<file path="config.mk">
export PLATFORM = sky130hd
export DESIGN_NAME = rst_cause_latch
export DESIGN_NICKNAME = d
export VERILOG_FILES = /design/src/rtl/rst_cause_pkg.sv /design/src/rtl/rst_cause_src_map.sv /design/src/rtl/rst_cause_flag_bank.sv /design/src/rtl/rst_cause_latch.sv
export SDC_FILE = /design/constraint.sdc
export NUM_CORES = 1
export LEC_CHECK = 0
export BUFFER_PORTS_ARGS = -buffer_cell sky130_fd_sc_hd__buf_4
export CAP_MARGIN = 0
export CORE_ASPECT_RATIO = 0.75
export CORE_MARGIN = 10
export CORE_UTILIZATION = 31
export CTS_CLUSTER_DIAMETER = 60
export CTS_CLUSTER_SIZE = 10
export DETAILED_ROUTE_END_ITERATION = 6
export GPL_TIMING_DRIVEN = 0
export PLACE_DENSITY = 0.91
export SETUP_SLACK_MARGIN = 0.05
export SYNTH_ARGS = -nofsm -noshare
export SYNTH_HDL_FRONTEND = slang
export SYNTH_SLANG_ARGS = --single-unit
</file>
<file path="constraint.sdc">
create_clock -name clk -period 3.2 [get_ports clk]
set_input_delay 0.48 -clock clk [delete_from_list [all_inputs] [get_ports clk]]
set_output_delay 0.48 -clock clk [all_outputs]
set_load 0.01 [all_outputs]
</file>
<file path="src/rtl/rst_cause_pkg.sv">
package rst_cause_pkg;

  localparam int unsigned REG_W   = 32;
  localparam int unsigned NUM_SRC = 7;

  // Bit positions that boot software decodes.
  localparam int unsigned POS_POWER = 0;
  localparam int unsigned POS_PIN   = 1;
  localparam int unsigned POS_WDOG  = 2;
  localparam int unsigned POS_LOWV  = 3;
  localparam int unsigned POS_BROWN = 4;
  localparam int unsigned POS_CORE  = 5;
  localparam int unsigned POS_CPU   = 7;

  localparam logic [REG_W-1:0] IMPL_MASK = REG_W'((1 << POS_POWER) | (1 << POS_PIN) |
    (1 << POS_WDOG) | (1 << POS_LOWV) | (1 << POS_BROWN) | (1 << POS_CORE) | (1 << POS_CPU));

  localparam logic [REG_W-1:0] COLD_VALUE = REG_W'(1 << POS_POWER);

  typedef struct packed {
    logic chip_sw;
    logic pin;
    logic wdog;
    logic lowv;
    logic brown;
    logic core_req;
    logic cpu_sw;
  } cause_src_t;

  // Turns the event pulses into a register-wide set vector.
  function automatic logic [REG_W-1:0] cause_set_vec(input cause_src_t s);
    logic [REG_W-1:0] v;
    v = '0;
    v[POS_POWER] = s.chip_sw;
    v[POS_PIN]   = s.pin;
    v[POS_WDOG]  = s.wdog;
    v[POS_LOWV]  = s.lowv;
    v[POS_BROWN] = s.brown;
    v[POS_CORE]  = s.core_req;
    v[POS_CPU]   = s.cpu_sw;
    return v;
  endfunction

  // Next state of one sticky flag: an event beats a clear.
  function automatic logic flag_next(input logic cur, input logic set, input logic clr);
    return set | (cur & ~clr);
  endfunction

endpackage

</file>
<file path="src/rtl/rst_cause_src_map.sv">
module rst_cause_src_map
  import rst_cause_pkg::*;
(
  input  cause_src_t       src,
  output logic [REG_W-1:0] set_vec
);

  always_comb set_vec = cause_set_vec(src);

  // the chip-wide software reset lands on the power-on bit.
  always_comb begin
    if (src.chip_sw) begin
      a_chip_sw_map_r2: assert (set_vec[POS_POWER]);
    end
  end

endmodule

</file>
<file path="src/rtl/rst_cause_flag_bank.sv">
module rst_cause_flag_bank
  import rst_cause_pkg::*;
#(
  parameter int unsigned          WIDTH = REG_W,
  parameter logic [WIDTH-1:0]     MASK  = IMPL_MASK,
  parameter logic [WIDTH-1:0]     COLD  = COLD_VALUE
) (
  input  logic             clk,
  input  logic             por_rst_n,
  input  logic [WIDTH-1:0] set_vec,
  input  logic [WIDTH-1:0] clr_vec,
  output logic [WIDTH-1:0] flags
);

  for (genvar i = 0; i < WIDTH; i++) begin : g_bit
    if (MASK[i]) begin : g_impl
      logic q;
      always_ff @(posedge clk or negedge por_rst_n) begin
        if (!por_rst_n) q <= COLD[i];
        else            q <= flag_next(q, set_vec[i], clr_vec[i]);
      end
      assign flags[i] = q;

      p_set_wins_r6: assert property (@(posedge clk) disable iff (!por_rst_n)
        set_vec[i] |=> flags[i]);
      p_clear_r5: assert property (@(posedge clk) disable iff (!por_rst_n)
        (clr_vec[i] && !set_vec[i]) |=> !flags[i]);
      p_sticky_r8: assert property (@(posedge clk) disable iff (!por_rst_n)
        (flags[i] && !clr_vec[i]) |=> flags[i]);
      p_no_spurious_r8: assert property (@(posedge clk) disable iff (!por_rst_n)
        (!flags[i] && !set_vec[i]) |=> !flags[i]);
    end else begin : g_tied
      assign flags[i] = 1'b0;
    end
  end

endmodule

</file>
<file path="src/rtl/rst_cause_latch.sv">
module rst_cause_latch
  import rst_cause_pkg::*;
#(
  parameter int unsigned         ADDR_W      = 12,
  parameter logic [ADDR_W-1:0]   CAUSE_OFFS  = ADDR_W'(4)
) (
  input  logic              clk,
  input  logic              por_rst_n,
  input  logic              src_chip_sw,
  input  logic              src_pin,
  input  logic              src_wdog,
  input  logic              src_lowv,
  input  logic              src_brown,
  input  logic              src_core_req,
  input  logic              src_cpu_sw,
  input  logic              bus_wr,
  input  logic [ADDR_W-1:0] bus_addr,
  input  logic [REG_W-1:0]  bus_wdata,
  output logic [REG_W-1:0]  bus_rdata
);

  cause_src_t       src;
  logic [REG_W-1:0] set_vec;
  logic [REG_W-1:0] clr_vec;
  logic [REG_W-1:0] flags;
  logic             hit;
  logic             clr_write;

  assign src = '{chip_sw: src_chip_sw, pin: src_pin, wdog: src_wdog, lowv: src_lowv,
                 brown: src_brown, core_req: src_core_req, cpu_sw: src_cpu_sw};

  assign hit       = (bus_addr == CAUSE_OFFS);
  assign clr_write = bus_wr & hit;
  assign clr_vec   = clr_write ? bus_wdata : '0;

  rst_cause_src_map u_map (
    .src     (src),
    .set_vec (set_vec)
  );

  rst_cause_flag_bank #(
    .WIDTH (REG_W),
    .MASK  (IMPL_MASK),
    .COLD  (COLD_VALUE)
  ) u_bank (
    .clk       (clk),
    .por_rst_n (por_rst_n),
    .set_vec   (set_vec),
    .clr_vec   (clr_vec),
    .flags     (flags)
  );

  assign bus_rdata = hit ? flags : '0;

  p_cold_value_r1: assert property (@(posedge clk)
    $rose(por_rst_n) |-> (flags == COLD_VALUE));

  p_unused_quiet_r7: assert property (@(posedge clk) disable iff (!por_rst_n)
    (flags & ~IMPL_MASK) == '0);

  p_foreign_write_r9: assert property (@(posedge clk) disable iff (!por_rst_n)
    (set_vec == '0 && !clr_write) |=> $stable(flags));

endmodule

</file>
==> flow_summary.ini <==
[power_and_ir_drop]
power.density_nw_per_um2 = 245
switching_share_pct = 25.3
p_sw_uw = 60.8
p_seq_share_pct = 37.0
power_leakage_nw = 0.559
p_int_uw = 179
peakVddDrop_v = 0.000166
p_comb_share_pct = 29.6
clkPwrFrac_pct = 33.4

[detailed_routing]
firstDrtPassIters = 4
drt-initial-drc-count = 7
final_antenna_net_count = 0
vias = 557
viasPerCell = 3.66
wirelength_um = 1710
wl_per_cell_um = 11.3
drc = 0

[sta]
finalCriticalPeriod_ns = 2.29
rsz0062_at_grt = no
period_share_pct = 71.6
hold_viol = 0
tns_ns = 0
fin_ws_ns = 0.908
max_freq_mhz = 436
skew_ns = 0
setup_viol = 0
drv_slew = 0

[final_layout]
largestRegisters = u_bank.g_bit.g_impl.q x7
nFillCells = 162
top_register = u_bank.g_bit.g_impl.q
nets = 185
drive_gt1_share_pct = 51.5
final_util_pct = 56.2
stdcell_area_um2 = 978
largest_register_ffs = 7
area_delta_synth_final_pct = 71.1
diodes = 0

[clock_tree]
cts_resized = 0
htreeDepth = 1
numCtsBuffers = 3
cts_root_buffer = clkbuf_4
cts.hold.buffers_added = 0
post_cts_buffers = 0
cts_sinks = 7
clock_latency_ns = 0.25
clk_pin_slew_worst_paths_ns = 0.05
clockBufferDepth = 2
cts_tree = yes

[worst_setup_path]
cp.required_ns = 2.72
cp_common_cell = buf_4
cp_max_fo = 7
crit_slowest_cell = or4b_1
worstPathCellList = buf_4 > or4b_1 > nor3_2 > and2_1 > buf_4
endpoint_kind = output pin
max_stage_delay_ns = 0.59
path_class = in -> out
arrival_ns = 1.81
startpoint_type = primary input

[hold_path]
min_path_type = in -> async

[die]
ioPinCount = 86
rows = 13
start_util_pct = 32.9
die_x_um = 69.6
die-area_um2 = 3980
die_h_um = 57.2
core_region_area_um2 = 1740

[yosys]
synth_cell_types = 13
syn-cell-area_um2 = 572
synth-warning-count = 0
synthCells = 67
seq_area_frac_synth_pct = 30.9
ys_ff_latch = 7
synth_area_per_cell_um2 = 8.53

[global_route]
grt_max_degree = 8
grt_pass1_vias = 631
grt_pass1_wl_um = 2800
antenna_found_initial = 0
grt-ovfl-total = 0
track_usage_pct = 8.57

[run]
maxCapViolCount = 0

[placement]
io_buffers = 35
placed_cell_area_um2 = 952
dp_hpwl_um = 1630
pre_cts_slack_ns = 0.875
gp_congestion = 0.706

[run_status]
status = completed
==> per-stage QoR <==
step / std cells / hold WS (ns) / total power [mW]
global route: 152 / 0.0195 / 0.254
finish: 152 / 0.0225 / 0.240
global placement: 148 / 0.296 / 0.158
floorplan: 91 / 0.184 / 0.130
CTS: 152 / 0.0187 / 0.241
detailed placement: 148 / 0.296 / 0.159
==> routing by layer <==
metal | global-route usage [%] | vias up | routed length, um
li1 | - | 293 | -
met1 | 6.18 | 241 | 454
met2 | 18.1 | 21 | 1070
met3 | 4.49 | 2 | 170
met4 | 3.44 | 0 | 21
met5 | 0 | - | 0
==> worst max-delay path, delay by kind of cell <==
family        cells  cell delay, ns
simple gates      3            1.11
buf+inv           2            0.22
==> path summary, 6_finish.rpt <==
check                                      endpoint                     start  slack [ns]  cells after the start
min in group clk           u_bank.g_bit[0].g_impl.q              bus_wdata[0]        0.36                      2
hold reg to reg            u_bank.g_bit[0].g_impl.q  u_bank.g_bit[0].g_impl.q        0.49                      2
hold / removal             u_bank.g_bit[1].g_impl.q                 por_rst_n        0.02                      1
max in group asynchronous  u_bank.g_bit[0].g_impl.q                 por_rst_n        2.98                      1
setup / recovery                       bus_rdata[5]               bus_addr[3]        0.91                      5
setup reg to reg           u_bank.g_bit[0].g_impl.q  u_bank.g_bit[0].g_impl.q        2.44                      2
==> cell families after synthesis <==
logic type | after synthesis | synth area share (%)
AOI/OAI and AO/OA | 7 | 7.66
DFF | 7 | 30.9
and+or+nand+nor | 19 | 22.8
buffers and inverters | 33 | 38.1
other | 1 | 0.656
==> area by class of cell <==
class | instances | area [um^2] | area share [%]
sequential | 7 | 176 | 18.0
inverter | 8 | 30.0 | 3.07
timing repair buffer | 35 | 263 | 26.9
clock buffer | 4 | 26.3 | 2.69
multi-input combinational | 51 | 268 | 27.4
buffer | 25 | 188 | 19.2
tap | 22 | 27.5 | 2.81
==> power by group through the flow <==
stage / clock network [mW] / registers [mW] / logic (mW)
global placement: 0 / 0.0902 / 0.0677
CTS: 0.0836 / 0.0887 / 0.0687
floorplan: 0 / 0.0902 / 0.0400
global route: 0.0868 / 0.0886 / 0.0784
detailed placement: 0 / 0.0902 / 0.0686
finish: 0.0802 / 0.0888 / 0.0711
==> synthesized netlist by cell type, drive strengths merged <==
master | count | share of area, %
a31oi | 7 | 7.7
and2 | 7 | 7.7
buf | 25 | 33
conb | 1 | 0.66
dfrtp | 6 | 26
dfstp | 1 | 4.6
inv | 8 | 5.3
nor2 | 7 | 4.6
nor3 | 1 | 1.8
nor4 | 1 | 3.7
or4 | 2 | 3.3
or4b | 1 | 1.8
==> cells in the final DEF, fill, tap and decap left out, drive strengths merged <==
| master | Yosys | final |
|---|---|---|
| or4b | 1 | 1 |
| conb | 1 | 25 |
| nor3 | 1 | 1 |
| buf | 25 | 60 |
| nor4 | 1 | 1 |
| a31oi | 7 | 7 |
| clkbuf | 0 | 4 |
| inv | 8 | 8 |
| dfstp | 1 | 1 |
| dfrtp | 6 | 6 |
| or4 | 2 | 2 |
| nor2 | 7 | 7 |
| and2 | 7 | 7 |
Power figures use the tool's default switching activity.
